**config.mk**
```make
export PLATFORM = sky130hd
export DESIGN_NAME = codec_frame_port
export DESIGN_NICKNAME = d
export VERILOG_FILES = /design/src/rtl/cfp_pkg.sv /design/src/rtl/cfp_sequencer.sv /design/src/rtl/cfp_tx_staging.sv /design/src/rtl/cfp_shifter.sv /design/src/rtl/codec_frame_port.sv
export SDC_FILE = /design/constraint.sdc
export NUM_CORES = 1
export LEC_CHECK = 0
export BUFFER_PORTS_ARGS = -buffer_cell sky130_fd_sc_hd__buf_4
export CAP_MARGIN = 10
export CORE_ASPECT_RATIO = 0.7
export CORE_UTILIZATION = 45
export DETAILED_ROUTE_END_ITERATION = 7
export PLACE_DENSITY = 0.68
export REMOVE_ABC_BUFFERS = 1
export SLEW_MARGIN = 25
export SYNTH_ARGS = -nofsm -noshare
export SYNTH_HDL_FRONTEND = slang
export SYNTH_HIERARCHICAL = 1
export SYNTH_SLANG_ARGS = --single-unit
```
**constraint.sdc**
```tcl
create_clock -name clk -period 5.91 [get_ports clk]
set_clock_uncertainty 0.2 [all_clocks]
set_input_delay 0 -clock clk [delete_from_list [all_inputs] [get_ports clk]]
set_output_delay 0 -clock clk [all_outputs]
set_load 0.005 [all_outputs]
```
**src/rtl/cfp_pkg.sv**
```systemverilog
package cfp_pkg;
    localparam int WORD_W   = 64;
    localparam int SAMPLE_W = 16;
    localparam int ADDR_W   = 4;

    localparam int AUD_MSB  = 63;
    localparam int ADDR_MSB = 46;
    localparam int RW_BIT   = 42;
    localparam int AV_BIT   = 33;
    localparam int TV_BIT   = 32;
    localparam int TEL_MSB  = 31;

    typedef enum logic [1:0] {
        ST_IDLE    = 2'd0,
        ST_PAYLOAD = 2'd1,
        ST_QUIET   = 2'd2
    } cfp_state_e;

    function automatic logic [WORD_W-1:0] pack_word(
        input logic [SAMPLE_W-1:0] aud,
        input logic [ADDR_W-1:0]   addr,
        input logic                wr,
        input logic                av,
        input logic                tv,
        input logic [SAMPLE_W-1:0] tel,
        input logic [SAMPLE_W-1:0] wdata
    );
        return {aud, 1'b0, addr, wr, 8'h00, av, tv, tel, wdata};
    endfunction
endpackage

```
**src/rtl/cfp_sequencer.sv**
```systemverilog
module cfp_sequencer
    import cfp_pkg::*;
#(
    parameter int FRAME_LEN = 128
) (
    input  logic clk,
    input  logic rst_n,
    input  logic enable_i,
    output logic load_o,
    output logic shift_o,
    output logic last_o,
    output logic sclk_en_o
);
    localparam int HALF = FRAME_LEN / 2;
    localparam int CW   = $clog2(FRAME_LEN);
    localparam logic [CW-1:0] LAST_CNT  = CW'(FRAME_LEN - 1);
    localparam logic [CW-1:0] HALF_LAST = CW'(HALF - 1);
    localparam logic [CW-1:0] HALF_CNT  = CW'(HALF);

    cfp_state_e state_q, state_d;
    logic [CW-1:0] cnt_q, cnt_d;

    always_comb begin
        state_d = state_q;
        cnt_d   = cnt_q;
        unique case (state_q)
            ST_IDLE: begin
                cnt_d = '0;
                if (enable_i) begin
                    state_d = ST_QUIET;
                    cnt_d   = LAST_CNT;
                end
            end
            ST_PAYLOAD: begin
                if (cnt_q == HALF_LAST) begin
                    state_d = ST_QUIET;
                    cnt_d   = HALF_CNT;
                end else begin
                    cnt_d = cnt_q + 1'b1;
                end
            end
            ST_QUIET: begin
                if (cnt_q == LAST_CNT) begin
                    cnt_d   = '0;
                    state_d = enable_i ? ST_PAYLOAD : ST_IDLE;
                end else begin
                    cnt_d = cnt_q + 1'b1;
                end
            end
            default: begin
                state_d = ST_IDLE;
                cnt_d   = '0;
            end
        endcase
    end

    always_ff @(posedge clk or negedge rst_n) begin
        if (!rst_n) begin
            state_q <= ST_IDLE;
            cnt_q   <= '0;
        end else begin
            state_q <= state_d;
            cnt_q   <= cnt_d;
        end
    end

    always_comb begin
        load_o    = (state_q == ST_QUIET) && (cnt_q == LAST_CNT) && enable_i;
        shift_o   = (state_q == ST_PAYLOAD);
        last_o    = (state_q == ST_PAYLOAD) && (cnt_q == HALF_LAST);
        sclk_en_o = (state_q != ST_IDLE);
    end

    a_r2_sync_one_cycle: assert property (@(posedge clk) disable iff (!rst_n)
        load_o |=> !load_o && shift_o);

    a_r11_idle_silent: assert property (@(posedge clk) disable iff (!rst_n)
        !sclk_en_o |-> !load_o && !shift_o);
endmodule

```
**src/rtl/cfp_tx_staging.sv**
```systemverilog
module cfp_tx_staging
    import cfp_pkg::*;
(
    input  logic                clk,
    input  logic                rst_n,
    input  logic                load_i,
    input  logic                aud_valid_i,
    output logic                aud_ready_o,
    input  logic [SAMPLE_W-1:0] aud_data_i,
    input  logic                tel_valid_i,
    output logic                tel_ready_o,
    input  logic [SAMPLE_W-1:0] tel_data_i,
    input  logic                reg_valid_i,
    output logic                reg_ready_o,
    input  logic                reg_write_i,
    input  logic [ADDR_W-1:0]   reg_addr_i,
    input  logic [SAMPLE_W-1:0] reg_wdata_i,
    output logic [WORD_W-1:0]   word_o,
    output logic                rd_frame_o
);
    logic                aud_pend_q, tel_pend_q, reg_pend_q;
    logic [SAMPLE_W-1:0] aud_hold_q, tel_hold_q, wd_hold_q;
    logic [ADDR_W-1:0]   addr_hold_q;
    logic                wr_hold_q;
    logic [SAMPLE_W-1:0] aud_last_q, tel_last_q, wd_last_q;
    logic [ADDR_W-1:0]   addr_last_q;
    logic                wr_last_q;

    assign aud_ready_o = !aud_pend_q;
    assign tel_ready_o = !tel_pend_q;
    assign reg_ready_o = !reg_pend_q;

    always_comb begin
        word_o = pack_word(
            aud_pend_q ? aud_hold_q  : aud_last_q,
            reg_pend_q ? addr_hold_q : addr_last_q,
            reg_pend_q ? wr_hold_q   : wr_last_q,
            aud_pend_q, tel_pend_q,
            tel_pend_q ? tel_hold_q  : tel_last_q,
            reg_pend_q ? wd_hold_q   : wd_last_q);
    end

    always_ff @(posedge clk or negedge rst_n) begin
        if (!rst_n) begin
            aud_pend_q  <= 1'b0;
            tel_pend_q  <= 1'b0;
            reg_pend_q  <= 1'b0;
            aud_hold_q  <= '0;
            tel_hold_q  <= '0;
            wd_hold_q   <= '0;
            addr_hold_q <= '0;
            wr_hold_q   <= 1'b0;
            aud_last_q  <= '0;
            tel_last_q  <= '0;
            wd_last_q   <= '0;
            addr_last_q <= '0;
            wr_last_q   <= 1'b0;
            rd_frame_o  <= 1'b0;
        end else begin
            if (load_i) begin
                rd_frame_o <= reg_pend_q && !wr_hold_q;
                if (aud_pend_q) begin
                    aud_last_q <= aud_hold_q;
                    aud_pend_q <= 1'b0;
                end
                if (tel_pend_q) begin
                    tel_last_q <= tel_hold_q;
                    tel_pend_q <= 1'b0;
                end
                if (reg_pend_q) begin
                    addr_last_q <= addr_hold_q;
                    wr_last_q   <= wr_hold_q;
                    wd_last_q   <= wd_hold_q;
                    reg_pend_q  <= 1'b0;
                end
            end
            if (aud_valid_i && aud_ready_o) begin
                aud_hold_q <= aud_data_i;
                aud_pend_q <= 1'b1;
            end
            if (tel_valid_i && tel_ready_o) begin
                tel_hold_q <= tel_data_i;
                tel_pend_q <= 1'b1;
            end
            if (reg_valid_i && reg_ready_o) begin
                addr_hold_q <= reg_addr_i;
                wr_hold_q   <= reg_write_i;
                wd_hold_q   <= reg_wdata_i;
                reg_pend_q  <= 1'b1;
            end
        end
    end

    a_r12_aud_blocks: assert property (@(posedge clk) disable iff (!rst_n)
        (aud_valid_i && aud_ready_o) |=> !aud_ready_o);

    a_r12_reg_blocks: assert property (@(posedge clk) disable iff (!rst_n)
        (reg_valid_i && reg_ready_o) |=> !reg_ready_o);
endmodule

```
**src/rtl/cfp_shifter.sv**
```systemverilog
module cfp_shifter
    import cfp_pkg::*;
(
    input  logic              clk,
    input  logic              rst_n,
    input  logic              load_i,
    input  logic              shift_i,
    input  logic              last_i,
    input  logic [WORD_W-1:0] word_i,
    input  logic              rx_i,
    output logic              tx_bit_o,
    output logic [WORD_W-1:0] rx_word_o,
    output logic              done_o
);
    logic [WORD_W-1:0] shreg_q;
    logic              rx_fall_q;

    always_ff @(negedge clk or negedge rst_n) begin
        if (!rst_n) rx_fall_q <= 1'b0;
        else        rx_fall_q <= rx_i;
    end

    always_ff @(posedge clk or negedge rst_n) begin
        if (!rst_n) begin
            shreg_q   <= '0;
            rx_word_o <= '0;
            done_o    <= 1'b0;
        end else begin
            done_o <= 1'b0;
            if (load_i) begin
                shreg_q <= word_i;
            end else if (shift_i) begin
                shreg_q <= {shreg_q[WORD_W-2:0], rx_fall_q};
                if (last_i) begin
                    rx_word_o <= {shreg_q[WORD_W-2:0], rx_fall_q};
                    done_o    <= 1'b1;
                end
            end
        end
    end

    assign tx_bit_o = shift_i ? shreg_q[WORD_W-1] : 1'b0;

    a_r8_done_follows_shift: assert property (@(posedge clk) disable iff (!rst_n)
        done_o |-> $past(shift_i) && !shift_i);
endmodule

```
**src/rtl/codec_frame_port.sv**
```systemverilog
module codec_frame_port
    import cfp_pkg::*;
#(
    parameter int FRAME_LEN = 128
) (
    input  logic        clk,
    input  logic        rst_n,
    input  logic        enable_i,
    input  logic        aud_valid_i,
    output logic        aud_ready_o,
    input  logic [15:0] aud_data_i,
    input  logic        tel_valid_i,
    output logic        tel_ready_o,
    input  logic [15:0] tel_data_i,
    input  logic        reg_valid_i,
    output logic        reg_ready_o,
    input  logic        reg_write_i,
    input  logic [3:0]  reg_addr_i,
    input  logic [15:0] reg_wdata_i,
    output logic        sclk_en_o,
    output logic        fsync_o,
    output logic        tx_o,
    input  logic        rx_i,
    output logic        rx_aud_stb_o,
    output logic [15:0] rx_aud_data_o,
    output logic        rx_tel_stb_o,
    output logic [15:0] rx_tel_data_o,
    output logic        rd_stb_o,
    output logic [15:0] rd_data_o
);
    localparam int GW = $clog2(FRAME_LEN) + 1;

    logic              load, shift, last, rd_frame, done;
    logic [WORD_W-1:0] tx_word, rx_word;

    cfp_sequencer #(.FRAME_LEN(FRAME_LEN)) u_seq (
        .clk(clk), .rst_n(rst_n), .enable_i(enable_i),
        .load_o(load), .shift_o(shift), .last_o(last), .sclk_en_o(sclk_en_o)
    );

    cfp_tx_staging u_stage (
        .clk(clk), .rst_n(rst_n), .load_i(load),
        .aud_valid_i(aud_valid_i), .aud_ready_o(aud_ready_o), .aud_data_i(aud_data_i),
        .tel_valid_i(tel_valid_i), .tel_ready_o(tel_ready_o), .tel_data_i(tel_data_i),
        .reg_valid_i(reg_valid_i), .reg_ready_o(reg_ready_o), .reg_write_i(reg_write_i),
        .reg_addr_i(reg_addr_i), .reg_wdata_i(reg_wdata_i),
        .word_o(tx_word), .rd_frame_o(rd_frame)
    );

    cfp_shifter u_shift (
        .clk(clk), .rst_n(rst_n), .load_i(load), .shift_i(shift), .last_i(last),
        .word_i(tx_word), .rx_i(rx_i), .tx_bit_o(tx_o),
        .rx_word_o(rx_word), .done_o(done)
    );

    assign fsync_o       = load;
    assign rx_aud_stb_o  = done && rx_word[AV_BIT];
    assign rx_tel_stb_o  = done && rx_word[TV_BIT];
    assign rd_stb_o      = done && rd_frame;
    assign rx_aud_data_o = rx_word[AUD_MSB -: SAMPLE_W];
    assign rx_tel_data_o = rx_word[TEL_MSB -: SAMPLE_W];
    assign rd_data_o     = rx_word[SAMPLE_W-1:0];

    logic [GW-1:0] gap_q;
    logic          seen_q;
    always_ff @(posedge clk or negedge rst_n) begin
        if (!rst_n) begin
            gap_q  <= '0;
            seen_q <= 1'b0;
        end else if (!sclk_en_o) begin
            gap_q  <= '0;
            seen_q <= 1'b0;
        end else if (fsync_o) begin
            gap_q  <= '0;
            seen_q <= 1'b1;
        end else begin
            gap_q <= gap_q + 1'b1;
        end
    end

    a_r1_frame_period: assert property (@(posedge clk) disable iff (!rst_n)
        (fsync_o && seen_q) |-> (gap_q == GW'(FRAME_LEN - 1)));

    a_r7_tx_low_at_sync: assert property (@(posedge clk) disable iff (!rst_n)
        fsync_o |-> !tx_o);
endmodule

```
==> metrics.yaml, run 1 <==
yosys:
  syn_area_um2: 10220
  ys_warn_count: 6
  syn-instance-count: 751
  syn-mean-instance-area_um2: 13.61
power_and_ir_drop:
  p_leak_uw: 0.005770
  ir_drop_mv: 0.2163
  power_density_nw_per_um2: 362.5
  p_total_uw: 4592
floorplan:
  num_rows: 45
  dieArea_um2: 23320
  fp.dieH_um: 128.1
  core_um2: 21960
  die_x_um: 182.1
  start_util: 0.4654
  ios: 117
worst_setup_path:
  crit_chain: "mux2_1"
  startpoint: "u_shift/rx_fall_q$_DFF_NN0_"
  worstRegToRegCells: 1
  worstSetupPathDepth: 1
  endpoint_kind: "flip-flop"
  start_kind: "flip-flop"
  crit_required_ns: 6.10
  crit_family: "flip-flops"
  critPathBufInv: 0
  arrival_ns: 4.09
  critPathMaxFanout: 2
  r2r_start: "u_shift/rx_fall_q$_DFF_NN0_"
  r2r_setup_slack_ns: 2.01
  regToRegEndpoint: "u_shift/rx_word_o[0]$_DFFE_PN0P_"
  path_class: "reg -> reg"
  critical-path-slowest-cell: "dfrtn_1"
  slowest_delay_ns: 0.34
hold_path:
  holdPathStages: 3
  hold_class: "in -> reg"
  min_to: "u_stage/aud_pend_q$_DFFE_PN0P_"
  worstHoldStart: "aud_valid_i"
place:
  dp_hpwl_mm: 11.62
  post_dp_cell_area_um2: 11200
  finalWeightedCongestion: 0.6966
  port_buffers: 116
layout:
  final_nets: 976
  fin_util: 0.5770
  final_area_um2: 12670
  fill_cells: 1808
  areaGrowthSynthToFinish_pct: 23.99
  diodes: 0
  drive_gt1_frac: 0.3351
detailed_routing:
  vias_per_cell: 5.059
  routed_wl_mm: 19.80
  wl_met1_mm: 10.32
  vias: 6136
  antenna_left: 0
  dr_wl_met3_um: 892
  wire_per_inst_um: 16.33
  wl_met2_mm: 8.321
  drt-initial-drc-count: 290
  highest_layer: "met4"
  drc: 0
  drtPass1Iterations: 4
grt:
  grt_pass1_vias: 6315
  grt_usage: 0.1779
  grt-ovfl-total: 0
  antenna_found_initial: 0
  grt_pass1_wl_mm: 33.33
  grt_max_degree: 93
cts:
  cts_root_buffer: "clkbuf_16"
  cts_resized: 0
  htree_levels: 1
  cts_tree: "yes"
  holdBufCountCts: 60
  cts_inserted_buffers: 24
  cts_setup_buffers: 0
  clk_pin_slew_ns: 0.06
  clk_latency_ns: 0.51
  cts_buffer_depth: 3
  cts_sinks: 235
sta:
  max_slew_margin: 0.3744
  hold_violations: 0
  rsz0062_at_grt: "false"
  timing.hold.ws_ns: 0.05824
  setup_viol: 0
  fin_setup_tns_ns: 0
  worstMarginPinSlew_ns: 0.9385
  drv_slew: 0
job:
  drv_cap: 0
status:
  run_status: "complete, no violations"
cell usage in the layout, fill, tap and decap left out, drive strengths merged:
master / count
or2: 1
nand3: 4
nand2: 68
clkinvlp: 1
o21ai: 73
inv: 8
and3: 1
conb: 9
o21a: 4
nand2b: 2
o22ai: 1
nand3b: 1
and2b: 1
o32ai: 1
nor4: 1
nor2b: 4
clkbuf: 31
xor2: 3
nor2: 3
dlygate4sd3: 59
buf: 126
mux2i: 64
dfrtp: 234
nand4: 1
clkinv: 6
a21oi: 1
ha: 1
mux2: 209
and2: 5
dfrtn: 1
bufinv: 4
xnor2: 2
nor3: 1
tightest hold or removal path: stages:
cell           delay, ns
dlygate4sd3_1       0.53
buf_4               0.11
o21a_1              0.09
worst max-delay path by stage:
stage / to / slack [ns]
2_1_floorplan: u_shift/rx_word_o[0]$_DFFE_PN0P_ / 0.43
3_3_place_gp: u_shift/rx_word_o[0]$_DFFE_PN0P_ / 2.04
3_5_place_dp: u_shift/rx_word_o[0]$_DFFE_PN0P_ / 2.02
4_1_cts: u_shift/rx_word_o[0]$_DFFE_PN0P_ / 2.01
5_1_grt: u_shift/shreg_q[0]$_DFFE_PN0P_ / 1.95
6_report: u_shift/rx_word_o[0]$_DFFE_PN0P_ / 2.01
per-layer routing:
metal  vias up  track usage
met2       121       0.2657
met4         0      0.03609
met1      3048       0.2714
li1       2945            -
met5         -            0
met3        22      0.03125
area by class of cell:
type | count | area, um2 | area share
inverter | 8 | 35.03 | 0.002765
tap | 282 | 352.8 | 0.02785
clock buffer | 31 | 688.2 | 0.05432
multi-input combinational | 461 | 3983 | 0.3143
sequential | 235 | 5882 | 0.4642
timing repair buffer | 185 | 1572 | 0.1240
clock inverter | 11 | 157.7 | 0.01244
registers in the layout (all words and copies together) (netlist names):
signal               flops
u_stage/wr_last_q        1
u_stage/addr_hold_q      4
u_stage/reg_pend_q       1
u_shift/rx_fall_q        1
u_stage/addr_last_q      4
u_stage/rd_frame_o       1
u_shift/shreg_q         64
u_stage/aud_last_q      16
u_stage/aud_hold_q      16
u_stage/tel_pend_q       1
u_seq/cnt_q              7
u_stage/wd_hold_q       16
u_shift/done_o           1
u_stage/tel_hold_q      16
u_shift/rx_word_o       50
u_stage/wd_last_q       16
u_stage/aud_pend_q       1
u_stage/tel_last_q      16
u_stage/wr_hold_q        1
u_seq/state_q            2
power by group:
group / leakage (uW) / switching (uW) / internal (uW)
combinational: 0.00250 / 249 / 458
sequential: 0.00285 / 278 / 2000
clock: 0.000419 / 619 / 993
per-stage QoR:
stage	worst slack (ns)	std cells
after floorplan	0.4280	704
after global placement	2.042	1111
after detailed placement	2.021	1111
after CTS	2.009	1213
after global routing	1.945	1213
final	2.008	1213
No activity file was read; power rests on OpenSTA's default activity.
==> run 2: changes to the inputs <==
ABC_AREA = 1   (was default)
PLACE_DENSITY = 0.67   (was 0.68)
clock period = 4.1 ns   (was 5.91 ns; I/O delays follow)
==> run 2 against run 1 <==
Critical path depth up 4; setup slack lost 1.1 ns; final cell count up 61%; global-route usage increased by 4.8 points; clock power is 39% higher; largest cell class unchanged; highest routed layer unchanged; largest power group unchanged; final area is 13% higher.
==> metrics.yaml, run 2 <==
floorplan:
  ios: 117  # unchanged
  die_x_um: 190.4  # +4.5%
  start_util: 0.4658  # about the same
  core_um2: 23990  # +9.3%
  num_rows: 47  # +4.4%
  fp.dieH_um: 133.9  # +4.5%
  dieArea_um2: 25480  # +9.2%
layout:
  diodes: 0  # unchanged
  layout.cells.non_filler: 1953  # +61%
  final_nets: 1677  # +72%
  areaGrowthSynthToFinish_pct: 27.89
  final_cell_mix: "nand2_1, nand3_1, dfrtp_1"
  layout_commonest_cell: "nand2_1"
  largest_register: "u_shift/shreg_q"
  largest_reg_flops: 64  # unchanged
  reg.largest.list: "u_shift/shreg_q x64, u_shift/rx_word_o x50"
  final_area_um2: 14290  # +13%
  drive_gt1_frac: 0.1162  # -0.2189
sta:
  min_period_over_period: 0.7701
  min_period_ns: 3.157
  setup_viol: 0  # unchanged
  hold_violations: 0  # unchanged
  timing.fmax_mhz: 316.7
  finalWorstSetupSlack_ns: 0.9426  # -1.066 ns
  max_slew_margin: 0.3567  # -0.01770
  rsz0062_at_grt: "false"
  fin_setup_tns_ns: 0  # unchanged
  drv_slew: 0  # unchanged
  worstMarginPinSlew_ns: 0.9650  # +0.02656 ns
detailed_routing:
  drc: 0  # unchanged
  antenna_left: 0  # unchanged
  routed_wl_mm: 28.14  # +42%
  vias: 9864  # +61%
  drtPass1Iterations: 5  # +1
  vias_per_cell: 5.051  # -0.16%
  wire_per_inst_um: 14.41  # -12%
  drt-initial-drc-count: 665  # +130%
grt:
  grt_use_met1: 0.3322  # +0.06081
  grt-ovfl-total: 0  # unchanged
  grt_max_degree: 115  # +24%
  grt_usage: 0.2259  # +0.04799
  antenna_found_initial: 0  # unchanged
  met3_usage: 0.02407  # -0.007179
  grt.busiest_layer: "met2"
  use_met2: 0.3622  # +0.09650
  grt_pass1_wl_mm: 47.37  # +42%
  grt_pass1_vias: 9580  # +52%
power_and_ir_drop:
  power_density_nw_per_um2: 474.7  # +31%
  ir_drop_mv: 0.3230  # +49%
  p_leak_uw: 0.007493  # +30%
  p_total_uw: 6784  # +48%
yosys:
  syn-instance-count: 1410  # +88%
  ys_warn_count: 6  # unchanged
  syn_area_um2: 11180  # +9.4%
  syn-mean-instance-area_um2: 7.926  # -42%
place:
  place_inst: 1762  # +59%
  post_dp_cell_area_um2: 12020  # +7.3%
  finalWeightedCongestion: 0.7511  # +7.8%
  port_buffers: 116  # unchanged
  pre_cts_ws_ns: 1.191  # -0.8304 ns
  dp_hpwl_mm: 15.06  # +30%
cts:
  htree_levels: 1  # unchanged
  cts_sinks: 235  # unchanged
  cts_setup_buffers: 0  # unchanged
  cts_inserted_buffers: 25  # +4.2%
  clk_latency_ns: 0.52  # about the same
  cts_tree: "yes"
  cts_buffer_depth: 3  # unchanged
  clk_pin_slew_ns: 0.06  # about the same
  cts_root_buffer: "clkbuf_16"
worst_setup_path:
  endpoint_kind: "flip-flop"
  arrival_ns: 3.37  # -0.72 ns
  critPathMaxFanout: 45  # +43
  start_kind: "flip-flop"
  worstRegToRegCells: 5  # +4
  path_class: "reg -> reg"
  crit_required_ns: 4.31  # -1.79 ns
job:
  drv_cap: 0  # unchanged
status:
  run_status: "complete, no violations"
hold_path:
  holdPathStages: 4  # +1
  hold_class: "in -> reg"
==> run 2: stage by stage <==
step / util / hold slack [ns]
after floorplan: - / -0.4956
after global placement: 0.5007 / -0.2476
after detailed placement: 0.5009 / -0.2477
after CTS: 0.5957 / 0.002848
after global routing: 0.5957 / 0.09845
final: 0.5957 / 0.02990
==> run 2: final timing paths <==
| path | endpoint | slack, ns | from |
|---|---|---|---|
| max reg2reg | u_stage/wd_hold_q[9]$_DFFE_PN0P_ | 0.94 | u_stage/reg_pend_q$_DFFE_PN0P_ |
| min reg2reg | u_stage/wd_hold_q[0]$_DFFE_PN0P_ | 0.27 | u_stage/wd_hold_q[0]$_DFFE_PN0P_ |
| min in group asynchronous | u_shift/shreg_q[26]$_DFFE_PN0P_ | 0.42 | rst_n |
| min | u_stage/wd_hold_q[0]$_DFFE_PN0P_ | 0.03 | reg_valid_i |
| max | u_stage/wd_hold_q[9]$_DFFE_PN0P_ | 0.94 | u_stage/reg_pend_q$_DFFE_PN0P_ |
| max in group asynchronous | u_shift/rx_fall_q$_DFF_NN0_ | 1.41 | rst_n |
==> run 2: area by class of cell <==
cell class | instances | area [um2]
Clock buffer | 37 | 730.7
Clock inverter | 9 | 73.82
Fill cell | 2116 | 9701
Inverter | 126 | 483.0
Multi-Input combinational cell | 957 | 4275
Sequential cell | 235 | 5881
Tap cell | 318 | 397.9
Timing Repair Buffer | 271 | 2451
==> run 2: timing repair <==
action,in CTS,in global routing
hold buffers,145,0
resized for setup,0,0
hold endpoints to repair,233,0
==> run 2: where the power goes <==
group	total, uW	internal (uW)	switching (uW)
Sequential	3040	2750	295
Combinational	1520	750	768
Clock	2230	1290	931
Total	6780	4790	1990
==> run 2: critical path, stage by stage (launching register included) <==
cell	delay [ns]
dfrtp_1	0.89
inv_2	0.57
nand3_1	0.20
dlygate4sd3_1	0.56
nand2_1	0.05
dlygate4sd3_1	0.55
==> run 2: routing by layer <==
layer / part of all wire / wire (um)
met4: 0.017 / 475
met3: 0.044 / 1241
met2: 0.46 / 13070
met5: 0 / 0
met1: 0.47 / 13360
